--- config.mk ---
export PLATFORM = sky130hd
export DESIGN_NAME = wdk_top
export DESIGN_NICKNAME = d
export VERILOG_FILES = /design/src/rtl/wdk_pkg.sv /design/src/rtl/wdk_decode.sv /design/src/rtl/wdk_ctrl.sv /design/src/rtl/wdk_count.sv /design/src/rtl/wdk_stat.sv /design/src/rtl/wdk_top.sv
export SDC_FILE = /design/constraint.sdc
export NUM_CORES = 1
export LEC_CHECK = 0
export ABC_AREA = 1
export BUFFER_PORTS_ARGS = -buffer_cell sky130_fd_sc_hd__buf_4
export CORE_AREA = 3 3 97 99
export CTS_BUF_LIST = sky130_fd_sc_hd__clkbuf_2 sky130_fd_sc_hd__clkbuf_4 sky130_fd_sc_hd__clkbuf_8
export DETAILED_ROUTE_END_ITERATION = 10
export DIE_AREA = 0 0 100 102
export HOLD_SLACK_MARGIN = 0.06
export PLACE_DENSITY_LB_ADDON = 0.05
export REMOVE_ABC_BUFFERS = 1
export SLEW_MARGIN = 20
export SYNTH_ARGS = -nofsm -noshare
export SYNTH_HDL_FRONTEND = slang
export SYNTH_SLANG_ARGS = --single-unit
export TNS_END_PERCENT = 50
--- constraint.sdc ---
create_clock -name clk -period 2 [get_ports clk]
set_clock_uncertainty 0.05 [all_clocks]
set_input_delay 0.3 -clock clk [delete_from_list [all_inputs] [get_ports clk]]
set_output_delay 0.3 -clock clk [all_outputs]
set_load 0.01 [all_outputs]
--- src/rtl/wdk_pkg.sv ---
package wdk_pkg;
    localparam logic [31:0] UNLOCK_KEY = 32'h0000_482E;
    localparam logic [7:0]  OFF_CNT    = 8'h14;
    localparam logic [7:0]  OFF_EN     = 8'h18;
    localparam logic [7:0]  OFF_KEY    = 8'h1C;
    localparam logic [7:0]  OFF_STAT   = 8'h20;
    localparam int          ST_PEND    = 3;
    localparam int          ST_WARM    = 4;

    typedef struct packed {
        logic run;   // bit 2
        logic irq;   // bit 1
        logic rst;   // bit 0
    } en_t;
endpackage

--- src/rtl/wdk_decode.sv ---
module wdk_decode
    import wdk_pkg::*;
#(
    parameter int ADDR_W = 8,
    parameter int CNT_W  = 32
) (
    input  logic [ADDR_W-1:0] addr,
    input  logic              we,
    input  logic [CNT_W-1:0]  cnt_val,
    input  en_t               en_val,
    input  logic [31:0]       key_val,
    input  logic              pend,
    input  logic              warm,
    output logic              wr_cnt,
    output logic              wr_en,
    output logic              wr_key,
    output logic              wr_stat,
    output logic [31:0]       rdata
);
    localparam logic [ADDR_W-1:0] A_CNT  = ADDR_W'(OFF_CNT);
    localparam logic [ADDR_W-1:0] A_EN   = ADDR_W'(OFF_EN);
    localparam logic [ADDR_W-1:0] A_KEY  = ADDR_W'(OFF_KEY);
    localparam logic [ADDR_W-1:0] A_STAT = ADDR_W'(OFF_STAT);

    always_comb begin
        wr_cnt  = we && (addr == A_CNT);
        wr_en   = we && (addr == A_EN);
        wr_key  = we && (addr == A_KEY);
        wr_stat = we && (addr == A_STAT);
        rdata   = '0;
        case (addr)
            A_CNT:  rdata = 32'(cnt_val);
            A_EN:   rdata = 32'(en_val);
            A_KEY:  rdata = key_val;
            A_STAT: begin
                rdata[ST_PEND] = pend;
                rdata[ST_WARM] = warm;
            end
            default: rdata = '0;
        endcase
    end

    always_comb begin
        a_onehot_r3: assert ($onehot0({wr_cnt, wr_en, wr_key, wr_stat}));
    end
endmodule

--- src/rtl/wdk_ctrl.sv ---
module wdk_ctrl
    import wdk_pkg::*;
(
    input  logic        clk,
    input  logic        por_n,
    input  logic        clr,
    input  logic        wr_key,
    input  logic        wr_en,
    input  logic [31:0] wdata,
    output logic [31:0] key_q,
    output en_t         en_q,
    output logic        unlocked,
    output logic        en_acc
);
    typedef struct packed {
        logic [31:0] key;
        en_t         en;
    } st_t;

    st_t s_d, s_q;

    always_comb begin
        s_d      = s_q;
        unlocked = (s_q.key == UNLOCK_KEY);
        en_acc   = wr_en && unlocked;
        if (wr_key) s_d.key = wdata;
        if (en_acc) s_d.en  = en_t'(wdata[2:0]);
        if (clr)    s_d     = '0;
    end

    always_ff @(posedge clk or negedge por_n) begin
        if (!por_n) s_q <= '0;
        else        s_q <= s_d;
    end

    assign key_q = s_q.key;
    assign en_q  = s_q.en;

    p_locked_en_r2: assert property (@(posedge clk) disable iff (!por_n)
        (!unlocked && !clr) |=> $stable(en_q));
    p_warm_clears_key_r9: assert property (@(posedge clk) disable iff (!por_n)
        clr |=> (key_q == '0 && en_q == '0));
endmodule

--- src/rtl/wdk_count.sv ---
module wdk_count #(
    parameter int CNT_W = 32
) (
    input  logic             clk,
    input  logic             por_n,
    input  logic             clr,
    input  logic             ld,
    input  logic [CNT_W-1:0] ld_val,
    input  logic             run,
    input  logic             rearm,
    output logic [CNT_W-1:0] cnt_q,
    output logic             expire
);
    typedef struct packed {
        logic [CNT_W-1:0] cnt;
        logic             fired;
    } st_t;

    st_t s_d, s_q;

    always_comb begin
        s_d    = s_q;
        expire = run && (s_q.cnt == '0) && !s_q.fired && !ld && !clr;
        if (ld) begin
            s_d.cnt   = ld_val;
            s_d.fired = 1'b0;
        end else begin
            if (rearm) s_d.fired = 1'b0;
            if (run && s_q.cnt != '0) s_d.cnt = s_q.cnt - CNT_W'(1);
            if (expire) s_d.fired = 1'b1;
        end
        if (clr) s_d = '0;
    end

    always_ff @(posedge clk or negedge por_n) begin
        if (!por_n) s_q <= '0;
        else        s_q <= s_d;
    end

    assign cnt_q = s_q.cnt;

    p_dec_r4: assert property (@(posedge clk) disable iff (!por_n)
        (run && !ld && !clr && cnt_q != '0) |=> (cnt_q == $past(cnt_q) - CNT_W'(1)));
    p_hold_r4: assert property (@(posedge clk) disable iff (!por_n)
        (!run && !ld && !clr) |=> $stable(cnt_q));
    p_load_r4: assert property (@(posedge clk) disable iff (!por_n)
        (ld && !clr) |=> (cnt_q == $past(ld_val)));
endmodule

--- src/rtl/wdk_stat.sv ---
module wdk_stat (
    input  logic       clk,
    input  logic       por_n,
    input  logic       clr,
    input  logic       expire,
    input  logic       rst_en,
    input  logic       w1c,
    input  logic [1:0] w1c_bits,   // [0]=pending, [1]=warm cause
    output logic       pend_q,
    output logic       warm_q,
    output logic       req_q
);
    typedef struct packed {
        logic pend;
        logic warm;
        logic req;
    } st_t;

    st_t s_d, s_q;

    always_comb begin
        s_d     = s_q;
        s_d.req = expire && rst_en;
        if (w1c && w1c_bits[0]) s_d.pend = 1'b0;
        if (w1c && w1c_bits[1]) s_d.warm = 1'b0;
        if (expire)             s_d.pend = 1'b1;
        if (expire && rst_en)   s_d.warm = 1'b1;
        if (clr) begin
            s_d.pend = 1'b0;
            s_d.req  = 1'b0;
            s_d.warm = s_q.warm;
        end
    end

    always_ff @(posedge clk or negedge por_n) begin
        if (!por_n) s_q <= '0;
        else        s_q <= s_d;
    end

    assign pend_q = s_q.pend;
    assign warm_q = s_q.warm;
    assign req_q  = s_q.req;

    p_req_pulse_r5: assert property (@(posedge clk) disable iff (!por_n)
        req_q |=> !req_q);
    p_pend_set_r5: assert property (@(posedge clk) disable iff (!por_n)
        (expire && !clr) |=> pend_q);
    p_warm_with_req_r8: assert property (@(posedge clk) disable iff (!por_n)
        req_q |-> warm_q);
    p_warm_keep_r9: assert property (@(posedge clk) disable iff (!por_n)
        clr |=> (warm_q == $past(warm_q)));
endmodule

--- src/rtl/wdk_top.sv ---
module wdk_top
    import wdk_pkg::*;
#(
    parameter int ADDR_W = 8,
    parameter int CNT_W  = 32
) (
    input  logic              clk,
    input  logic              por_n,
    input  logic              sys_rst_n,
    input  logic [ADDR_W-1:0] bus_addr,
    input  logic              bus_we,
    input  logic [31:0]       bus_wdata,
    output logic [31:0]       bus_rdata,
    output logic              wdt_rst_req,
    output logic              wdt_irq
);
    logic             clr;
    logic             wr_cnt, wr_en, wr_key, wr_stat;
    logic [31:0]      key_q;
    en_t              en_q;
    logic             unlocked, en_acc;
    logic [CNT_W-1:0] cnt_q;
    logic             expire;
    logic             pend_q, warm_q, req_q;

    assign clr = !sys_rst_n;

    wdk_decode #(.ADDR_W(ADDR_W), .CNT_W(CNT_W)) u_dec (
        .addr(bus_addr), .we(bus_we),
        .cnt_val(cnt_q), .en_val(en_q), .key_val(key_q),
        .pend(pend_q), .warm(warm_q),
        .wr_cnt(wr_cnt), .wr_en(wr_en), .wr_key(wr_key), .wr_stat(wr_stat),
        .rdata(bus_rdata)
    );

    wdk_ctrl u_ctrl (
        .clk(clk), .por_n(por_n), .clr(clr),
        .wr_key(wr_key), .wr_en(wr_en), .wdata(bus_wdata),
        .key_q(key_q), .en_q(en_q), .unlocked(unlocked), .en_acc(en_acc)
    );

    wdk_count #(.CNT_W(CNT_W)) u_cnt (
        .clk(clk), .por_n(por_n), .clr(clr),
        .ld(wr_cnt && unlocked), .ld_val(bus_wdata[CNT_W-1:0]),
        .run(en_q.run), .rearm(en_acc),
        .cnt_q(cnt_q), .expire(expire)
    );

    wdk_stat u_stat (
        .clk(clk), .por_n(por_n), .clr(clr),
        .expire(expire), .rst_en(en_q.rst),
        .w1c(wr_stat), .w1c_bits({bus_wdata[ST_WARM], bus_wdata[ST_PEND]}),
        .pend_q(pend_q), .warm_q(warm_q), .req_q(req_q)
    );

    assign wdt_rst_req = req_q;
    assign wdt_irq     = pend_q && en_q.irq;

    p_locked_cnt_r2: assert property (@(posedge clk) disable iff (!por_n)
        (!unlocked && !clr && !en_q.run) |=> $stable(cnt_q));
    p_no_req_wo_en_r6: assert property (@(posedge clk) disable iff (!por_n)
        (!en_q.rst) |=> !wdt_rst_req);
endmodule

==> impl_results.html <==
<table>
<tr><th>Metric</th><th>Value</th></tr>
<tr><th colspan="2">Floorplanning</th></tr>
<tr><td>DIE AREA</td><td>10200 µm²</td></tr>
<tr><td>Total core area</td><td>between 8000 and 9000 µm²</td></tr>
<tr><td>Overall die width</td><td>roughly 100 µm</td></tr>
<tr><td>Die height</td><td>around 100 µm</td></tr>
<tr><td>Initial core utilization</td><td>about 58%</td></tr>
<tr><td>Top-level I/O count</td><td>78</td></tr>
<tr><td>Site Rows</td><td>34</td></tr>
<tr><th colspan="2">Worst setup path</th></tr>
<tr><td>Sort of element at the start of the critical path</td><td>input pin</td></tr>
<tr><td>Kind of cell with the highest combined delay on the critical path</td><td>buffers and inverters</td></tr>
<tr><td>CP Max Fanout</td><td>5</td></tr>
<tr><td>Worst setup path category</td><td>input pin to output port</td></tr>
<tr><td>Combined buffer and inverter count along the critical path</td><td>4</td></tr>
<tr><td>Largest stage delay on the critical path</td><td>between 0.2 and 0.3 ns</td></tr>
<tr><td>Data arrival at the endpoint of the critical path</td><td>around 1.6 ns</td></tr>
<tr><td>Critical-path top delay cell</td><td>sky130_fd_sc_hd__inv_1</td></tr>
<tr><td>Critical Path RT</td><td>around 1.7 ns</td></tr>
<tr><td>Reg-to-reg slack, setup</td><td>around 0.09 ns</td></tr>
<tr><td>Critical Path, Cell by Cell</td><td>buf_4 &gt; inv_1 &gt; nand2_1 &gt; nor2_4 &gt; nand4_1 &gt; inv_1 &gt; nand2_1 &gt; o21ai_0 &gt; buf_4</td></tr>
<tr><td>Nature of the critical path endpoint</td><td>output port</td></tr>
<tr><th colspan="2">Final layout</th></tr>
<tr><td>Post-Layout Cell Count</td><td>974</td></tr>
<tr><td>Antenna diodes</td><td>0</td></tr>
<tr><td>Fraction of final layout cells with drive strength greater than 1</td><td>18.5%</td></tr>
<tr><td>Fill cell total of the finished layout</td><td>between 700 and 800</td></tr>
<tr><td>Layout Area Growth over Synthesis</td><td>23.8%</td></tr>
<tr><td># nets final</td><td>a little over 900</td></tr>
<tr><th colspan="2">Hold path</th></tr>
<tr><td>Kind of path behind the tightest hold check</td><td>input pin to register</td></tr>
<tr><th colspan="2">Clock tree</th></tr>
<tr><td>CTS Buf Count</td><td>9</td></tr>
<tr><td>Number of sinks on the clock net</td><td>approximately 70</td></tr>
<tr><td>Clock-pin slew reported for the worst setup and hold paths after clock tree synthesis</td><td>roughly 0.08 ns</td></tr>
<tr><td>Clock Latency Late Sink</td><td>around 0.36 ns</td></tr>
<tr><td>TritonCTS clock tree</td><td>built</td></tr>
<tr><td>Clock Path Buffers</td><td>2</td></tr>
<tr><td>Library cell used as clock root buffer</td><td>sky130_fd_sc_hd__clkbuf_8</td></tr>
<tr><td># H-tree levels</td><td>3</td></tr>
<tr><th colspan="2">Timing</th></tr>
<tr><td>Max frequency</td><td>a little over 0.5 GHz</td></tr>
<tr><td>Number of failing hold endpoints at the final stage</td><td>0</td></tr>
<tr><td>Final Max Tran Viols</td><td>0</td></tr>
<tr><td>Setup repair after global routing missed its margin</td><td>true</td></tr>
<tr><td>Worst slew margin relative to its limit</td><td>63.3%</td></tr>
<tr><td>Time the worst path needs with I/O delays and setup</td><td>roughly 1.9 ns</td></tr>
<tr><td>Worst-margin pin slew</td><td>about 0.55 ns</td></tr>
<tr><td>Final period utilization</td><td>96.6%</td></tr>
<tr><td>Finish-stage setup viols</td><td>0</td></tr>
<tr><td>Final-layout worst hold slack</td><td>about 0.14 ns</td></tr>
<tr><th colspan="2">Outcome</th></tr>
<tr><td>Result of the run</td><td>complete, no violations</td></tr>
<tr><th colspan="2">Power</th></tr>
<tr><td>Max rail drop VDD</td><td>between 0.0002 and 0.0003 V</td></tr>
<tr><td>LEAKAGE</td><td>0.00336 µW</td></tr>
<tr><td>Power density over the cells</td><td>between 500 and 600 nW/µm²</td></tr>
<tr><th colspan="2">Place</th></tr>
<tr><td>Number of buffers inserted by port buffering</td><td>slightly below 80</td></tr>
<tr><td>Total placed cells including tap cells</td><td>approximately 960</td></tr>
<tr><td>Routability congestion estimate</td><td>between 1 and 1.5</td></tr>
<tr><td>Estimated wirelength of the detail-placed design</td><td>between 10 and 15 mm</td></tr>
<tr><th colspan="2">Global route</th></tr>
<tr><td>Overall overflow remaining after global route</td><td>0</td></tr>
<tr><td>Number of global-route vias before repair</td><td>5372</td></tr>
<tr><td>First-pass GRT wire length</td><td>between 20 and 30 mm</td></tr>
<tr><td>GRT Resource Usage Total</td><td>a little over a third</td></tr>
<tr><td>Largest net degree at the start of global routing</td><td>39</td></tr>
<tr><td>Antenna violations before repair</td><td>0</td></tr>
<tr><th colspan="2">Detailed routing</th></tr>
<tr><td>Via/cell ratio</td><td>roughly 6</td></tr>
<tr><td>Vias after detailed routing</td><td>about 5800</td></tr>
<tr><td>WL/cell</td><td>between 15 and 20 µm</td></tr>
<tr><td>Number of iterations in the first detailed-routing pass</td><td>5</td></tr>
<tr><td>Number of nets with antenna violations after detailed routing</td><td>0</td></tr>
<tr><td>DRT Wirelength</td><td>around 18 mm</td></tr>
<tr><td>DRC violation total after the first TritonRoute iteration</td><td>594</td></tr>
<tr><td>Drc violations</td><td>0</td></tr>
<tr><th colspan="2">Logic synthesis</th></tr>
<tr><td>Yosys warnings</td><td>0</td></tr>
<tr><td>Post-synthesis sequential area ratio</td><td>35.5%</td></tr>
<tr><td>Post-synthesis average cell area</td><td>6.49 µm²</td></tr>
<tr><td>Cell area after technology mapping</td><td>roughly 5000 µm²</td></tr>
<tr><td>EDFF count, synth</td><td>0</td></tr>
<tr><td>Yosys reg bits</td><td>71</td></tr>
<tr><td>Synth async-reset ratio</td><td>100%</td></tr>
<tr><td>Top flip-flop cell by instance count after synthesis</td><td>sky130_fd_sc_hd__dfrtp_1</td></tr>
<tr><td>Post-Synthesis Cells</td><td>between 700 and 800</td></tr>
<tr><td>Count of unique library cells instantiated by Yosys</td><td>29</td></tr>
<tr><th colspan="2">Job</th></tr>
<tr><td>Number of maximum-capacitance violations</td><td>0</td></tr>
</table>
==> flip-flops by register name, summed over array words and instances (netlist names) <==
| register | flops |
|---|---|
| u_stat.warm_q | 1 |
| u_stat.req_q | 1 |
| u_cnt.cnt_q | 32 |
| u_ctrl.en_q | 3 |
| u_ctrl.key_q | 32 |
| u_stat.pend_q | 1 |
| u_cnt.s_q | 1 |
==> tightest hold or removal path, cell delays in order <==
cell and delay, ns:
sky130_fd_sc_hd__buf_4 0.08, sky130_fd_sc_hd__nand3_1 0.06, sky130_fd_sc_hd__o21ai_0 0.06
==> cell usage after synthesis (2+ instances only) <==
library cell               count  area share, %
sky130_fd_sc_hd__and2_1        2           0.25
sky130_fd_sc_hd__buf_1         3           0.22
sky130_fd_sc_hd__buf_2        12            1.2
sky130_fd_sc_hd__buf_4         7            1.0
sky130_fd_sc_hd__buf_6         2           0.45
sky130_fd_sc_hd__clkbuf_1     11           0.82
sky130_fd_sc_hd__dfrtp_1      71             35
sky130_fd_sc_hd__ha_1          2           0.50
sky130_fd_sc_hd__inv_1        92            6.9
sky130_fd_sc_hd__nand2_1     235             18
sky130_fd_sc_hd__nand2_2       3           0.37
sky130_fd_sc_hd__nand3_1      83            8.3
sky130_fd_sc_hd__nand4_1      45            5.6
sky130_fd_sc_hd__nor2_1       91            6.8
sky130_fd_sc_hd__nor2_2        5           0.62
sky130_fd_sc_hd__nor2_4        4           0.90
sky130_fd_sc_hd__o211ai_1      4           0.60
sky130_fd_sc_hd__o21ai_0      51            5.1
sky130_fd_sc_hd__o21ai_1       4           0.40
sky130_fd_sc_hd__o221ai_1      2           0.35
sky130_fd_sc_hd__o22ai_1      25            3.1
sky130_fd_sc_hd__xor2_1       10            1.7
==> cell families after synthesis <==
family / after synthesis / synth area share (%)
flip-flops: 71 / 35.5
buffers and inverters: 127 / 10.6
XOR/XNOR: 10 / 1.75
AND/OR/NAND/NOR: 472 / 41.4
AO/OA/AOI/OAI: 89 / 10.2
adder cells (fa/ha/maj): 2 / 0.500
==> repair_timing <==
action,in CTS,in global routing
hold buffers,1,0
endpoints found under the hold margin,37,0
setup buffers,0,1
setup endpoints to repair,0,38
gates resized for setup,0,17
==> area by class of cell <==
class                      count  area [µm²]  area share [%]
sequential                    71        1780            28.7
multi-input combinational    573        2750            44.4
clock buffer                  12         153            2.46
tap                          108         135            2.18
timing repair buffer         114         992            16.0
inverter                      92         345            5.57
clock inverter                 4        45.0           0.727
==> layout by cell type, fill, tap and decap left out <==
| master | count |
|---|---|
| sky130_fd_sc_hd__nor3_1 | 1 |
| sky130_fd_sc_hd__nor2_1 | 79 |
| sky130_fd_sc_hd__o22ai_1 | 25 |
| sky130_fd_sc_hd__and2_1 | 2 |
| sky130_fd_sc_hd__clkbuf_8 | 10 |
| sky130_fd_sc_hd__nand2_1 | 233 |
| sky130_fd_sc_hd__clkbuf_16 | 1 |
| sky130_fd_sc_hd__buf_12 | 9 |
| sky130_fd_sc_hd__nand3_1 | 83 |
| sky130_fd_sc_hd__nor2_2 | 15 |
| sky130_fd_sc_hd__nand2_2 | 5 |
| sky130_fd_sc_hd__nand4_1 | 45 |
| sky130_fd_sc_hd__buf_6 | 1 |
| sky130_fd_sc_hd__clkinv_2 | 3 |
| sky130_fd_sc_hd__nand3_2 | 1 |
| sky130_fd_sc_hd__nand2_4 | 1 |
| sky130_fd_sc_hd__o21ai_0 | 51 |
| sky130_fd_sc_hd__o21ai_1 | 4 |
| sky130_fd_sc_hd__bufinv_16 | 1 |
| sky130_fd_sc_hd__dfrtp_1 | 71 |
| sky130_fd_sc_hd__nor2_4 | 6 |
| sky130_fd_sc_hd__dlygate4sd3_1 | 1 |
| sky130_fd_sc_hd__o221ai_1 | 2 |
| sky130_fd_sc_hd__a21oi_1 | 1 |
| sky130_fd_sc_hd__o211ai_1 | 4 |
| sky130_fd_sc_hd__ha_1 | 2 |
| sky130_fd_sc_hd__buf_4 | 102 |
| sky130_fd_sc_hd__inv_1 | 92 |
| sky130_fd_sc_hd__nand3_4 | 1 |
| sky130_fd_sc_hd__a21boi_4 | 1 |
| sky130_fd_sc_hd__xor2_1 | 10 |
| sky130_fd_sc_hd__o21ai_4 | 1 |
| sky130_fd_sc_hd__clkbuf_4 | 2 |
==> per-stage QoR <==
step / power, µW / area (µm²) / setup TNS, ns / utilization, % / setup WS (ns)
2_1_floorplan: 1700 / 4820 / -50.68 / - / -1.45
3_5_place_dp: 1930 / 5900 / 0 / 68.3 / 0.0862
6_report: 3140 / 6200 / 0 / 71.7 / 0.0679
5_1_grt: 3260 / 6200 / -0.109 / 71.7 / -0.0458
4_1_cts: 3120 / 6110 / 0 / 70.7 / 0.0918
3_3_place_gp: 1920 / 5900 / 0 / 68.3 / 0.122
==> final timing paths <==
check / startpoint / endpoint / depth (start not counted)
hold reg to reg: u_ctrl.key_q[4] / u_ctrl.key_q[4] / 2
max in group asynchronous: por_n / u_cnt.cnt_q[0] / 3
setup / recovery: bus_addr[5] / bus_rdata[14] / 9
setup reg to reg: u_cnt.cnt_q[18] / u_cnt.cnt_q[10] / 9
min in group asynchronous: por_n / u_ctrl.key_q[8] / 2
hold / removal: bus_wdata[18] / u_ctrl.key_q[18] / 3
==> metal layers <==
| metal | routed length (µm) | GRT usage [%] |
|---|---|---|
| met1 | 7240 | 48.2 |
| met2 | 7970 | 53.8 |
| met3 | 1880 | 6.89 |
| met4 | 527 | 15.2 |
| met5 | 0 | 0 |
==> report_power, final <==
group,leakage (µW),switching (µW),internal [µW]
Clock,0.000107,585,633
Combinational,0.00226,293,185
Sequential,0.000991,2.30,1440
Total,0.00336,880,2260
(Power assumes the default switching activity.)
